## src/rtl/tvm_pkg.sv

```systemverilog
package tvm_pkg;

    localparam int ST_W       = 288;
    localparam int KEY_W      = 80;
    localparam int IV_W       = 80;
    localparam int REG_A_LEN  = 93;
    localparam int REG_B_LEN  = 84;
    localparam int IV_LSB     = REG_A_LEN;
    localparam int ONES_W     = 3;
    localparam int ROTATIONS  = 4;
    localparam int WARM_STEPS = ROTATIONS * ST_W;

    typedef enum logic [1:0] {
        MODE_IDLE,
        MODE_WARM,
        MODE_RUN
    } mode_e;

    typedef struct packed {
        logic            z;
        logic [ST_W-1:0] nxt;
    } step_t;

    // One state step. Vector bit i holds state bit s(i+1).
    function automatic step_t tvm_step(input logic [ST_W-1:0] s);
        step_t r;
        logic  ta, tb, tc, fa, fb, fc;
        ta    = s[65]  ^ s[92];
        tb    = s[161] ^ s[176];
        tc    = s[242] ^ s[287];
        r.z   = ta ^ tb ^ tc;
        fa    = ta ^ (s[90]  & s[91])  ^ s[170];
        fb    = tb ^ (s[174] & s[175]) ^ s[263];
        fc    = tc ^ (s[285] & s[286]) ^ s[68];
        r.nxt = {s[286:177], fb, s[175:93], fa, s[91:0], fc};
        return r;
    endfunction

    function automatic logic [ST_W-1:0] tvm_seed(input logic [KEY_W-1:0] k,
                                                  input logic [IV_W-1:0]  v);
        logic [ST_W-1:0] s;
        s = '0;
        s[KEY_W-1:0]               = k;
        s[IV_LSB+IV_W-1:IV_LSB]    = v;
        s[ST_W-1:ST_W-ONES_W]      = '1;
        return s;
    endfunction

endpackage

```

## src/rtl/tvm_ctrl.sv

```systemverilog
module tvm_ctrl
    import tvm_pkg::*;
#(
    parameter int WARM_CLKS = 1152
) (
    input  logic clk,
    input  logic rst_n,
    input  logic start,
    input  logic in_valid,
    output logic in_ready,
    output logic busy,
    output logic load,
    output logic adv
);

    localparam int CNT_W = (WARM_CLKS > 2) ? $clog2(WARM_CLKS) : 1;

    typedef struct packed {
        mode_e            mode;
        logic [CNT_W-1:0] cnt;
    } ctrl_t;

    ctrl_t c_d, c_q;

    always_comb begin
        c_d = c_q;
        if (start) begin
            c_d.mode = MODE_WARM;
            c_d.cnt  = CNT_W'(WARM_CLKS - 1);
        end else if (c_q.mode == MODE_WARM) begin
            if (c_q.cnt == '0) c_d.mode = MODE_RUN;
            else               c_d.cnt  = c_q.cnt - 1'b1;
        end
    end

    always_ff @(posedge clk or negedge rst_n) begin
        if (!rst_n) c_q <= '{mode: MODE_IDLE, cnt: '0};
        else        c_q <= c_d;
    end

    assign busy     = (c_q.mode == MODE_WARM);
    assign in_ready = (c_q.mode == MODE_RUN) && !start;
    assign load     = start;
    assign adv      = (busy && !start) || (in_valid && in_ready);

    // Checker counter for the warm-up window length.
    logic [CNT_W:0] chk_q;
    always_ff @(posedge clk or negedge rst_n) begin
        if (!rst_n)     chk_q <= '0;
        else if (start) chk_q <= '0;
        else if (busy)  chk_q <= chk_q + 1'b1;
    end

    assert_start_warm_R8: assert property (@(posedge clk) disable iff (!rst_n)
        start |=> busy);
    assert_busy_no_ready_R4: assert property (@(posedge clk) disable iff (!rst_n)
        busy |-> !in_ready);
    assert_warm_len_R4: assert property (@(posedge clk) disable iff (!rst_n)
        $fell(busy) |-> chk_q == (CNT_W+1)'(WARM_CLKS));

endmodule

```

## src/rtl/tvm_state.sv

```systemverilog
module tvm_state
    import tvm_pkg::*;
#(
    parameter int LANES = 1
) (
    input  logic             clk,
    input  logic             rst_n,
    input  logic             load,
    input  logic             adv,
    input  logic [KEY_W-1:0] key,
    input  logic [IV_W-1:0]  iv,
    output logic [LANES-1:0] ks
);

    typedef struct packed {
        logic [ST_W-1:0] s;
    } st_t;

    st_t st_d, st_q;
    logic [ST_W-1:0] chain [0:LANES];

    assign chain[0] = st_q.s;

    for (genvar g = 0; g < LANES; g++) begin : g_lane
        step_t res;
        assign res          = tvm_step(chain[g]);
        assign ks[g]        = res.z;
        assign chain[g + 1] = res.nxt;
    end

    always_comb begin
        st_d = st_q;
        if (load)     st_d.s = tvm_seed(key, iv);
        else if (adv) st_d.s = chain[LANES];
    end

    always_ff @(posedge clk or negedge rst_n) begin
        if (!rst_n) st_q <= '0;
        else        st_q <= st_d;
    end

    assert_hold_R6: assert property (@(posedge clk) disable iff (!rst_n)
        !load && !adv |=> $stable(st_q.s));
    assert_seed_R2: assert property (@(posedge clk) disable iff (!rst_n)
        load |=> (st_q.s[KEY_W-1:0] == $past(key))
              && (st_q.s[IV_LSB+IV_W-1:IV_LSB] == $past(iv))
              && (st_q.s[ST_W-1:ST_W-ONES_W] == '1)
              && (st_q.s[ST_W-ONES_W-1:IV_LSB+IV_W] == '0)
              && (st_q.s[IV_LSB-1:KEY_W] == '0));

endmodule

```

## src/rtl/tvm_mix.sv

```systemverilog
module tvm_mix #(
    parameter int LANES = 1
) (
    input  logic             clk,
    input  logic             rst_n,
    input  logic             accept,
    input  logic [LANES-1:0] din,
    input  logic [LANES-1:0] ks,
    output logic             out_valid,
    output logic [LANES-1:0] out_data
);

    typedef struct packed {
        logic             valid;
        logic [LANES-1:0] data;
    } mix_t;

    mix_t m_d, m_q;

    always_comb begin
        m_d       = m_q;
        m_d.valid = accept;
        if (accept) m_d.data = din ^ ks;
    end

    always_ff @(posedge clk or negedge rst_n) begin
        if (!rst_n) m_q <= '0;
        else        m_q <= m_d;
    end

    assign out_valid = m_q.valid;
    assign out_data  = m_q.data;

endmodule

```

## src/rtl/tvm_core.sv

```systemverilog
module tvm_core
    import tvm_pkg::*;
#(
    parameter int LANES = 1
) (
    input  logic             clk,
    input  logic             rst_n,
    input  logic             start,
    input  logic [KEY_W-1:0] key,
    input  logic [IV_W-1:0]  iv,
    output logic             busy,
    input  logic             in_valid,
    output logic             in_ready,
    input  logic [LANES-1:0] in_data,
    output logic             out_valid,
    output logic [LANES-1:0] out_data
);

    localparam int WARM_CLKS = WARM_STEPS / LANES;

    logic             load, adv;
    logic [LANES-1:0] ks;

    tvm_ctrl #(.WARM_CLKS(WARM_CLKS)) u_ctrl (
        .clk      (clk),
        .rst_n    (rst_n),
        .start    (start),
        .in_valid (in_valid),
        .in_ready (in_ready),
        .busy     (busy),
        .load     (load),
        .adv      (adv)
    );

    tvm_state #(.LANES(LANES)) u_state (
        .clk   (clk),
        .rst_n (rst_n),
        .load  (load),
        .adv   (adv),
        .key   (key),
        .iv    (iv),
        .ks    (ks)
    );

    tvm_mix #(.LANES(LANES)) u_mix (
        .clk       (clk),
        .rst_n     (rst_n),
        .accept    (in_valid && in_ready),
        .din       (in_data),
        .ks        (ks),
        .out_valid (out_valid),
        .out_data  (out_data)
    );

    assert_out_after_accept_R5: assert property (@(posedge clk) disable iff (!rst_n)
        in_valid && in_ready |=> out_valid);
    assert_idle_out_R10: assert property (@(posedge clk) disable iff (!rst_n)
        !(in_valid && in_ready) |=> !out_valid);

endmodule

```

## config.mk

```make
export PLATFORM = sky130hd
export DESIGN_NAME = tvm_core
export DESIGN_NICKNAME = d
export VERILOG_FILES = /design/src/rtl/tvm_pkg.sv /design/src/rtl/tvm_ctrl.sv /design/src/rtl/tvm_state.sv /design/src/rtl/tvm_mix.sv /design/src/rtl/tvm_core.sv
export SDC_FILE = /design/constraint.sdc
export NUM_CORES = 1
export LEC_CHECK = 0
export BUFFER_PORTS_ARGS = -buffer_cell sky130_fd_sc_hd__buf_2
export CORE_AREA = 2 2 186 188
export CTS_CLUSTER_SIZE = 40
export DETAILED_ROUTE_END_ITERATION = 10
export DIE_AREA = 0 0 188 190
export PLACE_DENSITY = 0.63
export SETUP_SLACK_MARGIN = 0.15
export SYNTH_ARGS = -nofsm -noshare
export SYNTH_HDL_FRONTEND = slang
export SYNTH_SLANG_ARGS = --single-unit
```

## constraint.sdc

```tcl
create_clock -name clk -period 2.25 [get_ports clk]
set_input_delay 0.45 -clock clk [delete_from_list [all_inputs] [get_ports clk]]
set_output_delay 0.45 -clock clk [all_outputs]
set_load 0.005 [all_outputs]
```

==> Word level (Yosys, flattened, before mapping) <==
Index checks and enable logic that the tools add are counted.
{ "word_totals": {"reg_bits": 303, "in_bits": 165, "out_inout_bits": 4, "wordCells": 41} }
{ "op_classes": {"n_addsub": 1, "eq_ne": 3, "n_mux": 6, "bitwise_logic": 15, "reduce_logical": 11} }
{ "ops": {"columns": ["operator", "n"], "rows": [
  ["2-to-1 mux 288 bit", 2],
  ["2-to-1 mux 13 bit", 2],
  ["XOR 1 bit", 12],
  ["logical NOT 11 bit", 1],
  ["2-to-1 mux 11 bit", 1],
  ["subtractor 11 x 1 -> 11 bit, second input constant", 1],
  ["nonzero test 2 bit", 3],
  ["AND reduction 2 bit", 2],
  ["AND 1 bit", 3],
  ["logical AND 1 bit", 3],
  ["== test 2 x 1 -> 1 bit, second input constant", 1],
  ["== test 2 bit, second input constant", 1],
  ["2-to-1 mux 2 bit", 1],
  ["!= test 2 bit, second input constant", 1],
  ["logical NOT 1 bit", 1],
  ["logical OR 1 bit", 1]
]} }

==> Depth between registers and ports, before layout <==
Gate-level depths: netlist (run 1).
{ "depth": {"word_depth": 6, "ltp_mapped": 8, "ltp_nobuf": 6} }

==> Cells and area by module <==
A second synthesis (run 1) with hierarchy kept.
{ "unflattened": {"hier_cells": 1206, "hier_area_um2": 13444.1} }
{ "modules_own_cells": {"columns": ["module", "n_inst", "cells_per_inst", "area_per_inst_um2"], "rows": [
  ["tvm_state", 1, 1125, 12602.1],
  ["tvm_ctrl", 1, 75, 768.2],
  ["tvm_mix", 1, 5, 67.6],
  ["tvm_core", 1, 1, 6.3]
]} }

==> Worst setup path before layout (run 1) <==
OpenSTA, ideal clock, no wires.
{ "synth_path": {"path_kind": "register -> register", "startpoint": "register u_ctrl.c_q[0] in the netlist's numbering", "endpoint": "register u_ctrl.c_q[10] in the netlist's numbering", "arrival_ps": 1472, "required_time_ps": 2116, "path_slack_ps": 644, "stages_incl_launch_ff": 7, "n_path_buf": 0, "period_less_slack_ps": 1606, "cell_sequence": "dfrtp_1 -> inv_1 -> ha_1 -> or4b_1 -> o21ai_1 -> nor4_1 -> mux2i_1"} }
{ "synth_via": {"elab_chain_cells": 4} }
{ "synth_lines": {"columns": ["item", "line_no", "source"], "rows": [
  ["start, declared", "tvm_ctrl.sv:23", "ctrl_t c_d, c_q;"],
  ["start signal, assigned", "tvm_ctrl.sv:37", "if (!rst_n) c_q <= '{mode: MODE_IDLE, cnt: '0};"],
  ["subtractor 11 x 1 -> 11 bit", "tvm_ctrl.sv:32", "else c_d.cnt = c_q.cnt - 1'b1;"],
  ["2-to-1 mux 11 bit", "tvm_ctrl.sv:31", "if (c_q.cnt == '0) c_d.mode = MODE_RUN;"],
  ["2-to-1 mux 13 bit", "tvm_ctrl.sv:30", "end else if (c_q.mode == MODE_WARM) begin"],
  ["2-to-1 mux 13 bit", "tvm_ctrl.sv:27", "if (start) begin"]
]} }
Parallel ways exist; a longest one is shown, timed or not. The select of a mux whose other input is x is not followed.
A chain may end at the register's enable or synchronous reset.

==> Worst setup path in the final report (run 1) <==
{ "layout_path": {"startpoint": "register u_ctrl.c_q[12] in the netlist's numbering", "endpoint": "output busy"} }
{ "layout_via": {"elab_chain_cells": 1} }
{ "layout_lines": {"columns": ["item", "line_no", "source"], "rows": [
  ["== test 2 x 1 -> 1 bit", "tvm_ctrl.sv:41", "assign busy = (c_q.mode == MODE_WARM);"],
  ["end, declared", "tvm_core.sv:11", "output logic busy,"]
]} }
Every way passes these cells.

==> impl_metrics.ini, run 1 <==
[power_and_ir_drop]
p_comb_frac = 0.077
swShare = 0.231
pwr-share-seq = 0.504
p_switching_mw = 2.73
p_int_mw = 9.08
p_clk_frac = 0.420
total_power_mw = 11.8
leakagePower_nw = 6.97
powerDensity_nw_per_um2 = 756
vdd_drop_max_mv = 0.455

[synth]
synth.cell_area_um2 = 13300
synth_ff_type = dfrtp_1
ys_warn_count = 0
syn-num-nets = 1507
synthTopCellsByCount = 392 x nand2_1, 303 x dfrtp_1, 219 x o21ai_1, 162 x mux2i_1, 74 x o21ai_0
synth_top_area_frac = 0.570
ys_types = 38
synth_most_common_cell = nand2_1
async_reset_ff_frac = 1.00
netlist_instances = 1340
synth_edf_count = 0
synth_area_leaders = dfrtp_1 57%, mux2i_1 12%, nand2_1 11%, o21ai_1 8.2%, o21ai_0 2.8%
synth_compound_area_frac = 0.116
synthMuxAreaShare = 0.123
yosysSeqAreaShare = 0.570
synth_fa_ha_area_frac = 0.00188
synthSimpleGateAreaFrac = 0.140
yosys.area.top_type = dfrtp_1
ys_seq_elements = 303
syn_avg_cell_area_um2 = 9.93
synth_top_family_by_area = simple AND/OR/NAND/NOR gates
synth_xor_area_frac = 0.00950

[drt]
wl_per_cell_um = 13.8
wirelength_um = 27000
met2_length_um = 12100
wl_met3_um = 1210
first_pass_iters = 4
drc = 0
routed_via_density = 4.75
wl_met1_um = 13300
top_layer_used = met4
drtIter0Drc = 471
vias = 9298
detail-route-antenna-nets = 0

[setup_path]
critPathCaptureType = output pin
worst_path_largest_cell_delay_ns = 0.38
cp.arrival_ns = 1.39
critPathTopFamily = flip-flops
cp_cell_sequence = nand2b_1 > inv_2 > buf_2
crit_type = reg2out
cp-start-kind = flip-flop
worst-path-max-fanout = 6
critPathSlowestCell = dfrtp_1
crit_buf_inv = 2
required_ns = 1.80

[grt]
grt_max_degree = 86
antenna_found_initial = 2
grt_overflow = 0
track_usage = 0.152
grt_first_pass_wirelength_um = 45300
grt_pass1_vias = 8963

[timing]
fin_setup_tns_ns = 0
timing.final.max_slew_violations = 0
fin_crit_sh = 0.820
clock_skew_ns = 0.0202
hold_violations = 0
setup_violations = 0
max_freq_ghz = 0.542
worst_pin_slew_ns = 0.581
slew-limit-headroom = 0.613
hold_slack_ns = 0.152
final.min_clock_period_ns = 1.84
rsz0062_at_grt = no

[clock_network]
cts_inserted_buffers = 31
insertion_delay_ns = 0.56
cts_sinks = 303
cts_setup_buffers = 0
cts_tree = yes
clk_pin_slew_ns = 0.06
cts_resized = 0
root_buffer = clkbuf_16
clockBufferDepth = 3
htree_levels = 1

[final_layout]
stdcell_count = 1957
num-nets-final = 1644
area_growth_pct = 17.5
postLayoutCoreUtil = 0.461
fillers = 3201
layout-drive-gt1-share = 0.167

[placement]
numPortBuffers = 168
place_inst = 1898
hpwl_um = 18000
gp_congestion = 0.784

[floorplanning]
coreArea_um2 = 33900
row_count = 68
dieArea_um2 = 35700
fp.dieH_um = 190
ios = 169
start_util = 0.392
chipWidth_um = 188

[status]
status = finished clean

[job]
maxCapViolations = 0

[hold_path]
hold_path_class = in2reg
==> registers in the layout (all words and copies together), names as in the netlist <==
name,count
u_mix.out_valid,1
u_mix.out_data,1
u_state.st_q,288
u_ctrl.c_q,13
==> final timing paths <==
path                                                from                             to  slack (ns)  cells past startpoint
hold reg to reg            u_state.st_q[256]$_DFFE_PN0P_  u_state.st_q[256]$_DFFE_PN0P_        0.48                      2
hold / removal                                  in_valid      u_mix.out_valid$_DFF_PN0_        0.15                      2
max in group asynchronous                          rst_n  u_state.st_q[283]$_DFFE_PN0P_        1.06                      3
setup / recovery              u_ctrl.c_q[12]$_DFFE_PN0P_                           busy        0.41                      3
min in group asynchronous                          rst_n   u_state.st_q[75]$_DFFE_PN0P_        0.44                      2
setup reg to reg              u_ctrl.c_q[11]$_DFFE_PN0P_   u_state.st_q[15]$_DFFE_PN0P_        0.43                      6
==> layout make-up <==
class                      instances  area [um^2]  area share
antenna                            3         7.51    0.000480
sequential                       303         7580       0.485
timing repair buffer             200         1290      0.0826
multi-input combinational        936         5190       0.332
clock inverter                     7         70.1     0.00448
inverter                           5         18.8     0.00120
tap                              455          569      0.0364
clock buffer                      48          910      0.0582
==> metal layers <==
metal / up-vias / GRT usage
li1: 4772 / -
met1: 4332 / 0.225
met2: 160 / 0.232
met3: 34 / 0.0238
met4: 0 / 0.0397
met5: - / 0
==> power by group through the flow <==
stage / registers, mW / logic, mW / clock network [mW]
finish: 5.95 / 0.907 / 4.96
global route: 5.99 / 1.02 / 5.34
CTS: 5.95 / 0.934 / 5.12
detailed placement: 6.05 / 0.930 / 0
global placement: 6.04 / 0.905 / 0
floorplan: 6.00 / 0.514 / 0
==> logic make-up (layout without fill, tap and decap cells) <==
kind of cell | count (synthesis) | count (layout)
AO/OA/AOI/OAI | 306 | 306
XOR/XNOR | 11 | 11
adder cells (fa/ha/maj) | 2 | 2
buffers and inverters | 101 | 260
flip-flops | 303 | 303
multiplexers | 163 | 163
other | 0 | 3
AND/OR/NAND/NOR | 454 | 454
==> repair_timing <==
action / 4_1_cts / 5_1_grt
hold buffers: 1 / 0
endpoints found under the setup margin: 0 / 0
hold endpoints to repair: 58 / 0
==> placed cells by master, fill, tap and decap left out, types with 2 or more instances in the layout <==
master / n
nand2_1: 392
dfrtp_1: 303
o21ai_1: 219
buf_2: 166
mux2i_1: 162
o21ai_0: 74
clkbuf_16: 31
nand2b_1: 27
buf_4: 16
buf_12: 15
clkbuf_1: 10
xnor2_1: 8
nor2_1: 8
a21oi_1: 7
clkbuf_8: 7
nor3_1: 5
nand3_1: 4
diode_2: 3
inv_1: 3
o31ai_1: 3
clkinv_2: 3
inv_2: 2
xor3_1: 2
nand4_1: 2
or4_1: 2
or3_1: 2
nor4_1: 2
a31oi_1: 2
and3_1: 2
ha_1: 2
buf_8: 2
==> per-stage QoR <==
| step | setup WS, ns | instance area (um^2) |
|---|---|---|
| floorplan | 0.644 | 13300 |
| global placement | 0.381 | 14600 |
| detailed placement | 0.368 | 14600 |
| CTS | 0.382 | 15600 |
| global route | 0.248 | 15600 |
| finish | 0.406 | 15600 |
(Power assumes the default switching activity.)
==> run 2, diff against run 1 <==
--- a/config.mk
+++ b/config.mk
@@ -10,7 +10,7 @@
 export CTS_CLUSTER_SIZE = 40
 export DETAILED_ROUTE_END_ITERATION = 10
 export DIE_AREA = 0 0 188 190
-export PLACE_DENSITY = 0.63
+export PLACE_DENSITY = 0.65
 export SETUP_SLACK_MARGIN = 0.15
 export SYNTH_ARGS = -nofsm -noshare
 export SYNTH_HDL_FRONTEND = slang
==> constraint.sdc (replaced) <==
create_clock -name clk -period 1.6 [get_ports clk]
set_input_delay 0.32 -clock clk [delete_from_list [all_inputs] [get_ports clk]]
set_output_delay 0.32 -clock clk [all_outputs]
set_load 0.005 [all_outputs]
==> run 2 against run 1 <==
  * The run now ends with negative setup slack left
  * First-iteration DRC count rose by 49%
  * Worst setup slack got worse by 0.52 ns
  * Worst hold slack got worse by 0.080 ns
  * Utilization grew 7.1 points
  * Critical endpoint is now u_state.st_q[127]$_DFFE_PN0P_
  * Largest cell class unchanged
==> impl_metrics.ini, run 2 (synthesis results as in run 1) <==
[status]
status = complete, but fails checks
violations = negative setup slack

[timing]
layout_setup_ws_ns = -0.114
max_freq_ghz = 0.583
fin_crit_sh = 1.07
final.min_clock_period_ns = 1.71
fin_setup_tns_ns = -7.84
setup_violations = 240
clock_skew_ns = 0.0192
slew-limit-headroom = 0.730
worst_pin_slew_ns = 0.405
hold_violations = 0
rsz0062_at_grt = yes
timing.final.max_slew_violations = 0

[drt]
detail-route-antenna-nets = 0
vias = 10300
drc = 0
wl_per_cell_um = 15.7
first_pass_iters = 5
drtIter0Drc = 704
routed_via_density = 5.01
wirelength_um = 32200

[job]
maxCapViolations = 0

[final_layout]
layout-drive-gt1-share = 0.309
n_antenna_cell = 0
largest_reg_flops = 288
top_regs = u_state.st_q x288, u_ctrl.c_q x13
area_growth_pct = 35.6
stdcell_count = 2052
layout_common_cells = 325 x nand2_1, 303 x dfrtp_1, 208 x o21ai_1
num-nets-final = 1740
layout_commonest_cell = nand2_1
largest-register = u_state.st_q

[power_and_ir_drop]
swShare = 0.229
powerDensity_nw_per_um2 = 1010
p_int_mw = 14.0
leakagePower_nw = 8.10
vdd_drop_max_mv = 0.595
p_clk_frac = 0.457
p_switching_mw = 4.16
pwr-share-seq = 0.464
p_comb_frac = 0.079

[clock_network]
clk_pin_slew_ns = 0.06
clockBufferDepth = 3
cts_inserted_buffers = 35
cts_sinks = 303
cts_tree = yes
insertion_delay_ns = 0.51
htree_levels = 2
root_buffer = clkbuf_16

[setup_path]
crit_type = reg2reg
cp.arrival_ns = 2.13
cp-start-kind = flip-flop
cp_cell_sequence = and3b_2 > nor3_4 > buf_12 > buf_16 > buf_4 > buf_16 > nand2_1 > o21ai_1
required_ns = 2.01
crit_buf_inv = 4
critPathSlowestCell = dfrtp_1
worst-path-max-fanout = 8
critPathTopFamily = buffers and inverters
worst_path_largest_cell_delay_ns = 0.38
cpMostUsedCell = buf_16
critPathCaptureType = flip-flop

[grt]
track_usage = 0.169
grt_pass1_vias = 9846
grt_max_degree = 64
grt_first_pass_wirelength_um = 49900
antenna_found_initial = 1
grt_overflow = 0

[floorplanning]
coreArea_um2 = 33900
chipWidth_um = 188
ios = 169
row_count = 68
dieArea_um2 = 35700
fp.dieH_um = 190
start_util = 0.392

[placement]
place_inst = 1935
gp_congestion = 0.781
hpwl_um = 19100
numPortBuffers = 168

[hold_path]
hold_path_class = in2reg
run 2: final timing paths:
path / from / end / slack, ns / cells past startpoint
max in group asynchronous: rst_n / u_state.st_q[236]$_DFFE_PN0P_ / 0.63 / 3
worst max register to register: u_ctrl.c_q[11]$_DFFE_PN0P_ / u_state.st_q[127]$_DFFE_PN0P_ / -0.11 / 8
worst min register to register: u_state.st_q[273]$_DFFE_PN0P_ / u_state.st_q[273]$_DFFE_PN0P_ / 0.48 / 2
worst max-delay path: u_ctrl.c_q[11]$_DFFE_PN0P_ / u_state.st_q[127]$_DFFE_PN0P_ / -0.11 / 8
worst min-delay path: in_valid / u_mix.out_valid$_DFF_PN0_ / 0.07 / 2
min in group asynchronous: rst_n / u_state.st_q[60]$_DFFE_PN0P_ / 0.33 / 2
run 2: timing repair:
| item | in CTS | in global routing |
|---|---|---|
| setup endpoints to repair | 288 | 303 |
| pin swaps | 24 | 27 |
| hold endpoints to repair | 31 | 0 |
| gates cloned | 12 | 22 |
| hold buffers | 1 | 0 |
| gates resized for setup | 81 | 138 |
| buffers inserted | 15 | 7 |
run 2: through the flow:
stage	area, um^2	util	hold WS (ns)	setup WS, ns	power (mW)
after global placement	15100	0.445	0.262	0.0277	9.83
after global routing	18000	0.532	0.0746	-0.176	18.9
final	18000	0.532	0.0718	-0.114	18.2
after floorplan	13500	-	0.0244	0.0503	9.15
after detailed placement	15100	0.445	0.265	-0.0418	9.88
after CTS	17100	0.504	0.0597	-0.0607	18.3
run 2: metal layers:
layer / vias to the layer above / global-route usage / share of wire
met2: 228 / 0.271 / 0.48
met3: 36 / 0.0275 / 0.044
met5: - / 0 / 0.00056
met1: 5014 / 0.241 / 0.46
met4: 2 / 0.0397 / 0.014
li1: 4993 / - / -
run 2: cell type report:
cell class                      instances  area (um^2)
Fill cell                            2889        15900
Sequential cell                       303         7580
Multi-Input combinational cell        936         5720
Timing Repair Buffer                  292         2930
Clock buffer                           54         1100
Tap cell                              455          569
Clock inverter                          7          125
Inverter                                5         18.8
run 2: power groups by stage:
stage               Sequential (mW)  Clock [mW]  Combinational, mW
global route                   8.48        8.81               1.60
CTS                            8.39        8.50               1.39
floorplan                      8.44           0              0.715
finish                         8.43        8.31               1.44
detailed placement             8.51           0               1.36
global placement               8.50           0               1.33
==> run 3, diff against run 2 <==
--- a/config.mk
+++ b/config.mk
@@ -6,11 +6,12 @@
 export NUM_CORES = 1
 export LEC_CHECK = 0
 export BUFFER_PORTS_ARGS = -buffer_cell sky130_fd_sc_hd__buf_2
-export CORE_AREA = 2 2 186 188
+export CAP_MARGIN = 20
+export CORE_AREA = 2 2 239 241
 export CTS_CLUSTER_SIZE = 40
 export DETAILED_ROUTE_END_ITERATION = 10
-export DIE_AREA = 0 0 188 190
-export PLACE_DENSITY = 0.65
+export DIE_AREA = 0 0 241 243
+export PLACE_DENSITY = 0.46
 export SETUP_SLACK_MARGIN = 0.15
 export SYNTH_ARGS = -nofsm -noshare
 export SYNTH_HDL_FRONTEND = slang
==> run 3 against run 2 <==
  * The run still ends with negative setup slack left
  * Clock-buffer cell count up 3
  * Clock power up 9.3%
  * Critical path depth up 1
  * Sequential cell count unchanged
  * Worst setup slack worse by 0.00079 ns
  * Sequential share of layout area down 1.9 points
  * Register-to-register slack about the same
  * Critical path type unchanged
  * Largest power group is now the clock network
==> impl_metrics.ini, run 3 (synthesis results as in run 1) <==
[status]
status = complete, but fails checks
violations = negative setup slack

[final_layout]
layout-drive-gt1-share = 0.328
layout_commonest_cell = nand2_1
largest_reg_flops = 288
largest-register = u_state.st_q
fin_area_um2 = 18900
fillers = 5689
multi_input_area_um2 = 5910
num-nets-final = 1755
seqCellArea_um2 = 7580
stdcell_count = 2374
layout_common_cells = 314 x nand2_1, 302 x dfrtp_1, 209 x o21ai_1
top_regs = u_state.st_q x288, u_ctrl.c_q x13
area_growth_pct = 41.9

[drt]
drtIter0Drc = 560
detail-route-antenna-nets = 0
vias = 10200
wl_per_cell_um = 15.0
wirelength_um = 35600
drc = 0
first_pass_iters = 4
routed_via_density = 4.29

[grt]
grt_pass1_vias = 9890
grt_overflow = 0
antenna_found_initial = 3
grt_max_degree = 51
track_usage = 0.111
grt_first_pass_wirelength_um = 52500

[floorplanning]
dieArea_um2 = 58600
fp.dieH_um = 243
ios = 169
row_count = 87
coreArea_um2 = 56000
start_util = 0.238
chipWidth_um = 241

[power_and_ir_drop]
pwr-share-seq = 0.444
p_comb_frac = 0.076
total_power_mw = 18.9
p_int_mw = 14.5
p_clk_frac = 0.480
powerDensity_nw_per_um2 = 1000
leakagePower_nw = 8.48
p_switching_mw = 4.46
vdd_drop_max_mv = 0.539
swShare = 0.236

[timing]
layout_setup_ws_ns = -0.115
rsz0062_at_grt = yes
setup_violations = 267
clock_skew_ns = 0.0160
max_freq_ghz = 0.583
final.min_clock_period_ns = 1.72
slew-limit-headroom = 0.738
worst_pin_slew_ns = 0.382
timing.final.max_slew_violations = 0
fin_crit_sh = 1.07
hold_violations = 0

[clock_network]
clockBufferDepth = 3
cts_sinks = 303
root_buffer = clkbuf_16
cts_tree = yes
cts_inserted_buffers = 38
insertion_delay_ns = 0.54
clk_pin_slew_ns = 0.05
cts_hold_buf = 1
htree_levels = 2

[setup_path]
cp.arrival_ns = 2.13
critPathCaptureType = flip-flop
cp-start-kind = flip-flop
worstSetupStartpoint = u_ctrl.c_q[11]$_DFFE_PN0P_
timing.rr.end = u_state.st_q[206]$_DFFE_PN0P_
required_ns = 2.02
r2r_cells = 9
r2r_setup_slack_ns = -0.12
worst-path-max-fanout = 9
timing.rr.start = u_ctrl.c_q[11]$_DFFE_PN0P_
cp-endpoint = u_state.st_q[206]$_DFFE_PN0P_
crit_type = reg2reg

[placement]
hpwl_um = 21200
dpl_cell_area_um2 = 15600
gp_congestion = 0.758
place_inst = 2240
numPortBuffers = 168

[hold_path]
hold_path_class = in2reg

[job]
maxCapViolations = 0
-- run 3: changes by cell type in the layout (fill, tap and decap cells not counted), sizes merged --
| cell | change |
|---|---|
| buf | +5 |
| bufinv | +2 |
| clkbuf | +10 |
| clkinv | +1 |
| clkinvlp | +2 |
| diode | +1 |
-- run 3: cell type report --
| cell class | count | share of cell area |
|---|---|---|
| Sequential cell | 303 | 0.402 |
| Inverter | 5 | 0.000994 |
| Tap cell | 756 | 0.0501 |
| Timing Repair Buffer | 304 | 0.164 |
| Clock inverter | 12 | 0.0103 |
| Multi-Input combinational cell | 936 | 0.313 |
| Antenna cell | 1 | 0.000133 |
| Clock buffer | 57 | 0.0595 |
-- run 3: routing by layer --
metal | routed length (um) | GRT usage | part of all wire
met1 | 17300 | 0.156 | 0.48
met2 | 15900 | 0.167 | 0.45
met5 | 29 | 0 | 0.00081
met3 | 1650 | 0.0239 | 0.046
met4 | 815 | 0.0390 | 0.023
-- run 3: how the worst min path moves through the flow --
stage	startpoint	endpoint	slack, ns	cells after the start
finish	start	u_ctrl.c_q[12]$_DFFE_PN0P_	0.01	2
floorplan	rst_n	u_ctrl.c_q[0]$_DFFE_PN0P_	0.02	0
detailed placement	rst_n	u_state.st_q[100]$_DFFE_PN0P_	0.26	1
global route	start	u_ctrl.c_q[12]$_DFFE_PN0P_	-0.004	2
CTS	start	u_ctrl.c_q[12]$_DFFE_PN0P_	0.003	2
global placement	rst_n	u_state.st_q[100]$_DFFE_PN0P_	0.26	1
-- run 3: what timing repair did --
action	in CTS	in global routing
endpoints found under the hold margin	26	1
pin swaps	9	41
cloned	3	34
resized for setup	30	244
endpoints found under the setup margin	299	305
buffers inserted	9	17
-- run 3: power by group through the flow --
stage | logic, mW | clock network [mW] | registers, mW
after floorplan | 0.715 | 0 | 8.44
after global placement | 1.37 | 0 | 8.50
after detailed placement | 1.40 | 0 | 8.52
after CTS | 1.42 | 9.44 | 8.38
after global routing | 1.62 | 9.75 | 8.48
final | 1.44 | 9.08 | 8.42
-- run 3: worst max-delay path, stage by stage, from the launching register on --
cell and delay (ns):
dfrtp_2 0.43, nand2b_4 0.08, inv_2 0.04, buf_6 0.12, nor3_4 0.21, buf_4 0.15
buf_8 0.13, clkbuf_16 0.19, clkbuf_16 0.17, o21ai_1 0.07
-- run 3: stage by stage --
step | utilization | worst slack, ns | hold WS, ns | setup TNS, ns
global placement | 0.279 | -0.0128 | 0.264 | -0.0128
CTS | 0.308 | -0.107 | 0.00253 | -13.47
finish | 0.337 | -0.115 | 0.0130 | -16.36
detailed placement | 0.279 | -0.0263 | 0.258 | -0.152
global route | 0.337 | -0.183 | -0.00380 | -37.40
floorplan | - | 0.0503 | 0.0244 | 0
